File: src/rtl/loc_pkg.sv
package loc_pkg;
  localparam int ACC_VALID      = 7;
  localparam int ACC_ACTIVE     = 5;
  localparam int ACC_SEIZED     = 4;
  localparam int ACC_SEIZE      = 3;
  localparam int ACC_OTHER_PEND = 2;
  localparam int ACC_REQ        = 1;

  // Build the access byte seen by one locality.
  function automatic logic [7:0] pack_access(input logic valid, input logic active,
                                             input logic seized, input logic other_pend,
                                             input logic own_pend);
    logic [7:0] b;
    b = 8'h00;
    b[ACC_VALID]      = valid;
    b[ACC_ACTIVE]     = active;
    b[ACC_SEIZED]     = seized;
    b[ACC_OTHER_PEND] = other_pend;
    b[ACC_REQ]        = own_pend;
    return b;
  endfunction
endpackage

File: src/rtl/loc_slot.sv
module loc_slot (
  input  logic clk,
  input  logic rst_n,
  input  logic set_req,
  input  logic clr_req,
  input  logic lost,
  input  logic clr_seized,
  output logic pend,
  output logic seized
);
  always_ff @(posedge clk) begin
    if (!rst_n) begin
      pend   <= 1'b0;
      seized <= 1'b0;
    end else begin
      if (clr_req)      pend <= 1'b0;
      else if (set_req) pend <= 1'b1;
      if (lost)            seized <= 1'b1;
      else if (clr_seized) seized <= 1'b0;
    end
  end

  assert_lost_marks_R7: assert property (@(posedge clk) disable iff (!rst_n)
    lost |=> seized);
  assert_grant_drops_R6: assert property (@(posedge clk) disable iff (!rst_n)
    clr_req |=> !pend);
endmodule

File: src/rtl/loc_arbiter.sv
module loc_arbiter #(
  parameter int N     = 3,
  parameter int IDX_W = 3
) (
  input  logic [N-1:0]     pend,
  output logic             pick_vld,
  output logic [IDX_W-1:0] pick_idx
);
  // Highest set index wins.
  function automatic logic [IDX_W-1:0] top_index(input logic [N-1:0] v);
    logic [IDX_W-1:0] r;
    r = '0;
    for (int i = 0; i < N; i++) if (v[i]) r = IDX_W'(i);
    return r;
  endfunction

  assign pick_vld = |pend;
  assign pick_idx = top_index(pend);
endmodule

File: src/rtl/loc_gate.sv
module loc_gate (
  input  logic       is_acc,
  input  logic       loc_full,
  input  logic       loc_exists,
  input  logic       own,
  input  logic       bus_wr,
  input  logic       valid_bit,
  input  logic [7:0] acc_byte,
  input  logic [7:0] rf_rdata,
  output logic [7:0] rdata,
  output logic       rf_wr
);
  always_comb begin
    if (!loc_exists)   rdata = 8'hFF;
    else if (is_acc)   rdata = loc_full ? acc_byte : {valid_bit, 7'b0};
    else if (own)      rdata = rf_rdata;
    else               rdata = 8'hFF;
  end

  assign rf_wr = bus_wr && !is_acc && own && loc_exists;
endmodule

File: src/rtl/loc_access_ctrl.sv
module loc_access_ctrl #(
  parameter int NUM_LOC  = 5,
  parameter int FULL_LOC = 3,
  parameter int OFF_W    = 12,
  localparam int LOC_W   = (NUM_LOC > 1) ? $clog2(NUM_LOC) : 1
) (
  input  logic             clk,
  input  logic             rst_n,
  input  logic [LOC_W-1:0] bus_loc,
  input  logic [OFF_W-1:0] bus_off,
  input  logic             bus_wr,
  input  logic [7:0]       bus_wdata,
  output logic [7:0]       bus_rdata,
  input  logic [7:0]       rf_rdata,
  output logic             rf_wr,
  output logic             owner_vld,
  output logic [LOC_W-1:0] owner_loc,
  output logic             loc_chg_evt
);
  import loc_pkg::*;

  logic               owner_vld_q, settle_q, evt_q;
  logic [LOC_W-1:0]   owner_q;
  logic [FULL_LOC-1:0] pend, seized, reader_mask;
  logic               pick_vld;
  logic [LOC_W-1:0]   pick_idx;

  // Decode of the current access.
  logic off_zero, loc_full, loc_exists, wr_acc, is_own;
  assign off_zero   = (bus_off == '0);
  assign loc_full   = ({1'b0, bus_loc} < (LOC_W+1)'(FULL_LOC));
  assign loc_exists = ({1'b0, bus_loc} < (LOC_W+1)'(NUM_LOC));
  assign wr_acc     = bus_wr && off_zero && loc_full;
  assign is_own     = owner_vld_q && (owner_q == bus_loc);

  // Internal events, named for the assertions.
  logic do_rel, do_seize, do_req, do_grant;
  assign do_rel   = wr_acc && bus_wdata[ACC_ACTIVE] && is_own;
  assign do_seize = wr_acc && bus_wdata[ACC_SEIZE] && owner_vld_q && (bus_loc > owner_q);
  assign do_req   = wr_acc && bus_wdata[ACC_REQ] && !is_own;
  assign do_grant = !owner_vld_q && pick_vld;

  loc_arbiter #(.N(FULL_LOC), .IDX_W(LOC_W)) u_arb (
    .pend(pend), .pick_vld(pick_vld), .pick_idx(pick_idx)
  );

  for (genvar g = 0; g < FULL_LOC; g++) begin : g_slot
    logic sel;
    assign sel = (bus_loc == LOC_W'(g));
    assign reader_mask[g] = sel;
    loc_slot u_slot (
      .clk(clk), .rst_n(rst_n),
      .set_req(do_req && sel),
      .clr_req((do_grant && pick_idx == LOC_W'(g)) || (do_seize && sel)),
      .lost(do_seize && owner_q == LOC_W'(g)),
      .clr_seized(wr_acc && sel && bus_wdata[ACC_SEIZED]),
      .pend(pend[g]), .seized(seized[g])
    );
  end

  always_ff @(posedge clk) begin
    if (!rst_n) begin
      owner_vld_q <= 1'b0;
      owner_q     <= '0;
      settle_q    <= 1'b0;
      evt_q       <= 1'b0;
    end else begin
      if (do_rel) begin
        owner_vld_q <= 1'b0;
      end else if (do_seize) begin
        owner_q <= bus_loc;
      end else if (do_grant) begin
        owner_vld_q <= 1'b1;
        owner_q     <= pick_idx;
      end
      settle_q <= do_req || do_seize;
      evt_q    <= do_rel || do_seize || do_grant;
    end
  end

  logic [7:0] acc_byte;
  assign acc_byte = pack_access(!settle_q, is_own, |(seized & reader_mask),
                                |(pend & ~reader_mask), |(pend & reader_mask));

  loc_gate u_gate (
    .is_acc(off_zero), .loc_full(loc_full), .loc_exists(loc_exists), .own(is_own),
    .bus_wr(bus_wr), .valid_bit(!settle_q), .acc_byte(acc_byte), .rf_rdata(rf_rdata),
    .rdata(bus_rdata), .rf_wr(rf_wr)
  );

  assign owner_vld   = owner_vld_q;
  assign owner_loc   = owner_q;
  assign loc_chg_evt = evt_q;

  assert_grant_bound_R2: assert property (@(posedge clk) disable iff (!rst_n)
    (!owner_vld_q && |pend) |=> owner_vld_q);
  assert_valid_short_R3: assert property (@(posedge clk) disable iff (!rst_n)
    settle_q |-> $past(do_req || do_seize));
  assert_release_R4: assert property (@(posedge clk) disable iff (!rst_n)
    do_rel |=> !owner_vld_q);
  assert_seize_takes_R7: assert property (@(posedge clk) disable iff (!rst_n)
    do_seize |=> (owner_vld_q && owner_q == $past(bus_loc)));
  assert_low_seize_R8: assert property (@(posedge clk) disable iff (!rst_n)
    (wr_acc && bus_wdata[ACC_SEIZE] && !bus_wdata[ACC_ACTIVE] && owner_vld_q && bus_loc <= owner_q)
      |=> (owner_vld_q && $stable(owner_q)));
  assert_evt_pulse_R9: assert property (@(posedge clk) disable iff (!rst_n)
    !$stable({owner_vld_q, owner_q}) |-> loc_chg_evt);
  assert_owner_only_R10: assert property (@(posedge clk) disable iff (!rst_n)
    rf_wr |-> (owner_vld_q && owner_q == bus_loc));
endmodule

File: config.mk
export PLATFORM = sky130hd
export DESIGN_NAME = loc_access_ctrl
export DESIGN_NICKNAME = d
export VERILOG_FILES = /design/src/rtl/loc_pkg.sv /design/src/rtl/loc_slot.sv /design/src/rtl/loc_arbiter.sv /design/src/rtl/loc_gate.sv /design/src/rtl/loc_access_ctrl.sv
export SDC_FILE = /design/constraint.sdc
export NUM_CORES = 1
export LEC_CHECK = 0
export ABC_AREA = 0
export BUFFER_PORTS_ARGS = -buffer_cell sky130_fd_sc_hd__buf_2
export CORE_MARGIN = 3
export CORE_UTILIZATION = 40
export DETAILED_ROUTE_END_ITERATION = 10
export PLACE_DENSITY = 0.66
export REMOVE_ABC_BUFFERS = 1
export SLEW_MARGIN = 20
export SYNTH_ARGS = -nofsm -noshare
export SYNTH_HDL_FRONTEND = slang
export SYNTH_SLANG_ARGS = --single-unit
File: constraint.sdc
create_clock -name clk -period 2.2 [get_ports clk]
set_input_delay 0.33 -clock clk [delete_from_list [all_inputs] [get_ports clk]]
set_output_delay 0.33 -clock clk [all_outputs]
set_load 0.03 [all_outputs]
* Word-level counts from Yosys, hierarchy flattened
Index checks and enable logic that the tools add are counted.
** Operators by class
- Shift-type cells :: 0
- Magnitude comparators :: 3
- Multiply operators :: 0
- Add/sub/neg operators :: 0
- Reduce and logical (&&, ||, !) cells :: 60
- Mux-type cells :: 14
- Eq/ne operators :: 7
- Bitwise operators :: 7
- Div/mod/pow operators :: 0
** Operators by type and width (count)
- 1-bit logical AND :: 32
- 8-bit 2-to-1 mux :: 3
- 12-bit logical NOT :: 1
- 3-bit OR reduction :: 4
- 3-bit AND :: 3
- 3-bit by 1-bit == test with 1-bit output, second input constant :: 3
- 3-bit by 2-bit == test with 1-bit output, second input constant :: 3
- 3-bit logical NOT :: 3
- 2-bit nonzero test :: 4
- 2-bit OR reduction :: 4
- 1-bit 2-to-1 mux :: 7
- 1-bit logical OR :: 6
- 3-bit 2-to-1 mux :: 2
- 6-bit 2-to-1 mux :: 1
- 1-bit logical NOT :: 4
- 2-bit AND reduction :: 2
- 3-bit == test :: 1
- 3-bit > comparator :: 1
- 3-bit by 2-bit less-than comparator with 1-bit output, second input constant :: 1
- 3-bit less-than comparator, second input constant :: 1
- 1-bit inverter :: 3
- 3-bit inverter :: 1
- 2-bit 2-to-1 mux :: 1
** Word-level totals
- Input port bits :: 34
- Flip-flop bits (word level) :: 12
- Bits in latches :: 0
- Memories :: 0
- Logic and storage cells :: 101
- Output and inout bits :: 14
- Bits in read-only memories :: 0
- Bits in writable memories :: 0

* Depth between registers and ports, before layout
- Depth after elaboration :: 9
- Gate-level depth with buffers :: 8
- Depth with buffers taken out :: 6

* Cells and area by module
A second synthesis with hierarchy kept.
** Second synthesis, totals
- Cell total of the unflattened synthesis :: 138
- Area, all modules :: 1167.4 sq um
** Modules (own cells, without submodules)
- loc_access_ctrl :: cells an instance 86, instances 1, seq. area each 120.1 sq um, area each 710.7 sq um
- loc_slot :: cells an instance 6, instances 3, seq. area each 40.0 sq um, area each 72.6 sq um
- loc_gate :: cells an instance 29, instances 1, seq. area each 0.0 sq um, area each 207.7 sq um
- loc_arbiter :: cells an instance 5, instances 1, seq. area each 0.0 sq um, area each 31.3 sq um

* Worst setup path before layout
Ideal clock, no wire load.
- Path kind :: reg2out
- Start :: reg owner_q[1], in the netlist owner_loc[1]
- End :: out rf_wr
- Stages on the path, launching flop included :: 6
- Slack :: -0.172 ns
- Arrival time :: 2.042 ns
- Data required time :: 1.870 ns
- Buffers on the path :: 1
- Cells stage by stage :: dfxtp_1 > inv_1 > ha_1 > nand4_1 > clkbuf_1 > nor3b_1
** On the way
- Longest elaborated chain between the ends :: 4
** RTL lines
- start: declaration :: line loc_access_ctrl.sv:23 : logic [LOC_W-1:0] owner_q;
- start signal: assignment :: line loc_access_ctrl.sv:71 : owner_q <= bus_loc;
- start signal: assignment :: line loc_access_ctrl.sv:74 : owner_q <= pick_idx;
- 3-bit == test :: line loc_access_ctrl.sv:34 : assign is_own = owner_vld_q && (owner_q == bus_loc);
- 1-bit logical AND :: line loc_access_ctrl.sv:34
- 1-bit logical AND (2 in a row) :: line loc_gate.sv:20 : assign rf_wr = bus_wr && !is_acc && own && loc_exists;
- end: declaration :: line loc_access_ctrl.sv:15 : output logic rf_wr,
No other way between the ends.

* Final worst setup path
- Start :: reg owner_q[1], in the netlist owner_loc[1]
- End :: out bus_rdata[5]
** On the way
- Longest elaborated chain between the ends :: 5
- Elaborated cells on any way between the ends :: 6
- Classes of those cells :: 1 x eq/ne; 4 x mux; 1 x reduce/logical
** RTL lines
- 3-bit == test (*) :: line loc_access_ctrl.sv:34
- 1-bit logical AND (*) :: line loc_access_ctrl.sv:34
- 8-bit 2-to-1 mux / 6-bit 2-to-1 mux (equally long branches) :: line loc_gate.sv:16, loc_gate.sv:15
- 8-bit 2-to-1 mux (*) :: line loc_gate.sv:15 : else if (is_acc) rdata = loc_full ? acc_byte : {valid_bit, 7'b0};
- 8-bit 2-to-1 mux (*) :: line loc_gate.sv:14 : if (!loc_exists) rdata = 8'hFF;
- end: declaration :: line loc_access_ctrl.sv:13 : output logic [7:0] bus_rdata,
Every way passes the cells marked *; elsewhere a longest branch is shown, timed or not.

==> impl_metrics.json <==
{
  "grt_max_degree": 14,
  "layout.nets": 214,
  "die-area_sq_um": 3195,
  "crit_arrival_ns": 1.82,
  "fin_area_sq_um": 1413,
  "drc": 0,
  "start_util": 0.4404,
  "routedWlPerCell_microns": 14.60,
  "cp_data_required_time_ns": 1.87,
  "place_inst": 195,
  "relSlewSlack": 0.6626,
  "rows": 17,
  "antenna_found_initial": 0,
  "ys.flop_type": "dfxtp_1",
  "leakage_nw": 0.6309,
  "port_buffers": 43,
  "yosysSeqAreaShare": 0.2353,
  "final_common_cell": "buf_2",
  "grt_pass1_vias": 1059,
  "max_slew.worst_pin.slew_ns": 0.5014,
  "fp.dieW_microns": 56.52,
  "ir_drop_v": 0.0002992,
  "ys_types": 46,
  "hp-class": "in2reg",
  "synthesis.area_sq_um": 1021,
  "vias_per_cell": 5.818,
  "critPathSlowestCell": "or4b_4",
  "die_y_microns": 56.52,
  "diodes": 0,
  "crit_path_start": "owner_loc[1]",
  "criticalPathCategory": "reg2out",
  "fin_crit_sh": 0.9765,
  "h-tree-depth": 1,
  "r2r-start": "owner_loc[1]",
  "final_cell_mix": "41 x buf_2, 13 x buf_4, 9 x o21ai_0, 9 x nand2_1, 9 x dfxtp_1",
  "cts_tree": "done",
  "max-cap-violations": 0,
  "vias": 1181,
  "cp_slowest_stage_delay_ns": 0.52,
  "clock-root-buffer": "clkbuf_4",
  "avgSynthCellArea_sq_um": 8.234,
  "async_flop_share": 0,
  "setup_viol": 0,
  "ant_nets": 0,
  "drtIter0Drc": 74,
  "final_layout_size_suffix_gt1_frac": 0.4457,
  "status": "complete, no violations",
  "fmax_mhz": 465.5,
  "cts_buffers": 3,
  "fill_cells": 228,
  "grt_overflow_total": 0,
  "place_congestion": 0.9300,
  "numClockSinks": 12,
  "dp_slack_ns": 0.1620,
  "power.density_nw_per_um2": 312.5,
  "ff_latch_area_sq_um": 244.0,
  "r2r-end": "owner_loc[1]",
  "syn_to_final_growth_pct": 38.36,
  "wirelength_mm": 2.963,
  "setup_ws_ns": 0.05175,
  "clkLatencyLatePin_ns": 0.27,
  "finalCriticalPeriod_ns": 2.148,
  "dp_hpwl_mm": 2.203,
  "critPathCapture": "bus_rdata[5]",
  "grt_pass1_wl_mm": 4.878,
  "placed_area_sq_um": 1300,
  "skew_ns": 0.002680,
  "synth_warnings": 0,
  "r2r_setup_slack_ns": 0.28,
  "grtUsageTotal": 0.1924,
  "io_pins": 48,
  "drt-pass1-iter-count": 4,
  "path_clk_slew_ns": 0.07,
  "synth_edf_count": 0,
  "cp_cell_sequence": "inv_4 -> ha_4 -> nand4_1 -> or4b_4 -> nand3_2 -> buf_6",
  "drv_slew": 0,
  "rsz0062_at_grt": "yes",
  "ys_seq_elements": 12,
  "critical_path.endpoint_type": "output pin",
  "crit_path_start_kind": "register",
  "power_w": 0.0004414,
  "stdcell_count": 203,
  "cp_max_fo": 2,
  "multi_input_area_sq_um": 745.7,
  "hold_viol": 0,
  "rr_worst_depth": 7,
  "synthCells": 124,
  "ctsLongestPathBuffers": 2,
  "coreArea_sq_um": 2318
}
-- cell usage after synthesis (2+ instances only) --
cell type	number	area share
nor4_1	4	0.025
dfxtp_1	12	0.24
a21oi_1	2	0.0098
o21ai_0	9	0.044
nor3_1	5	0.025
nor2b_1	2	0.012
or4_1	2	0.015
nor2_1	6	0.022
buf_2	4	0.020
o211a_1	2	0.020
inv_1	8	0.029
o22ai_1	3	0.018
o311ai_1	2	0.017
and2_1	2	0.012
clkbuf_1	5	0.018
nand3_1	4	0.020
ha_1	3	0.037
mux2i_1	2	0.020
a221oi_1	2	0.017
nand2_1	9	0.033
nor4_4	3	0.062
nand2b_1	2	0.012
nand4_1	3	0.018
a41oi_1	4	0.034
a41o_1	3	0.029
-- registers in the layout, summed over array words and instances (netlist names) --
register              count
g_slot.u_slot.pend        3
g_slot.u_slot.seized      3
loc_chg_evt               1
owner_loc                 3
owner_vld                 1
settle_q                  1
-- per-layer routing --
layer  global-route usage  share of wire  vias to the layer above
li1                     -              -                      589
met1               0.2573           0.45                      533
met2               0.2954           0.46                       52
met3              0.03678          0.074                        7
met4              0.08814          0.021                        0
met5                    0              0                        -
-- where the power goes --
group	switching [W]	internal, W	total [W]
Clock	0.0000731	0.0000635	0.000137
Combinational	0.0000471	0.0000409	0.0000880
Sequential	0.000000000822	0.000217	0.000217
-- stage by stage --
stage               setup TNS (ns)  hold WS (ns)    util
finish                           0        0.3985  0.6093
detailed placement               0        0.5146  0.5607
floorplan                  -0.3498        0.4353       -
CTS                              0        0.3869  0.6033
global placement                 0        0.5160  0.5607
global route             -0.004331        0.4064  0.6093
-- worst min-delay path by stage --
stage,end,cells after the start,startpoint
4_1_cts,loc_chg_evt,2,rst_n
6_report,loc_chg_evt,2,rst_n
3_3_place_gp,owner_loc[2],2,owner_loc[2]
3_5_place_dp,owner_loc[2],2,owner_loc[2]
5_1_grt,loc_chg_evt,2,rst_n
2_1_floorplan,g_slot[2].u_slot.pend,1,bus_loc[1]
-- logic make-up (layout without fill, tap and decap cells) --
logic type      after synthesis  after routing  synth area share
compound gates               37             37            0.2721
simple gates                 52             52            0.3578
mux                           3              3           0.03064
flops                        12             12            0.2353
buf+inv                      17             68           0.06741
fa+ha+maj                     3              3           0.03677
-- critical path, delay by kind of cell (launching register included) --
kind,cells,cell delay [ns]
simple gates,3,0.76
buf+inv,2,0.17
flops,1,0.36
fa+ha+maj,1,0.25
-- area by class of cell --
| cell class | instances | share of cell area |
|---|---|---|
| Clock buffer | 3 | 0.01594 |
| Sequential cell | 12 | 0.1727 |
| Inverter | 8 | 0.02303 |
| Timing Repair Buffer | 57 | 0.2356 |
| Tap cell | 28 | 0.02480 |
| Multi-Input combinational cell | 95 | 0.5279 |
-- timing repair --
| action | CTS | global route |
|---|---|---|
| pin swaps | 4 | 3 |
| hold endpoints to repair | 0 | 0 |
| endpoints found under the setup margin | 4 | 2 |
| setup buffers | 4 | 1 |
| hold buffers | 0 | 0 |
| gates resized for setup | 11 | 3 |
Note: power is estimated with default switching activity, not from simulation.
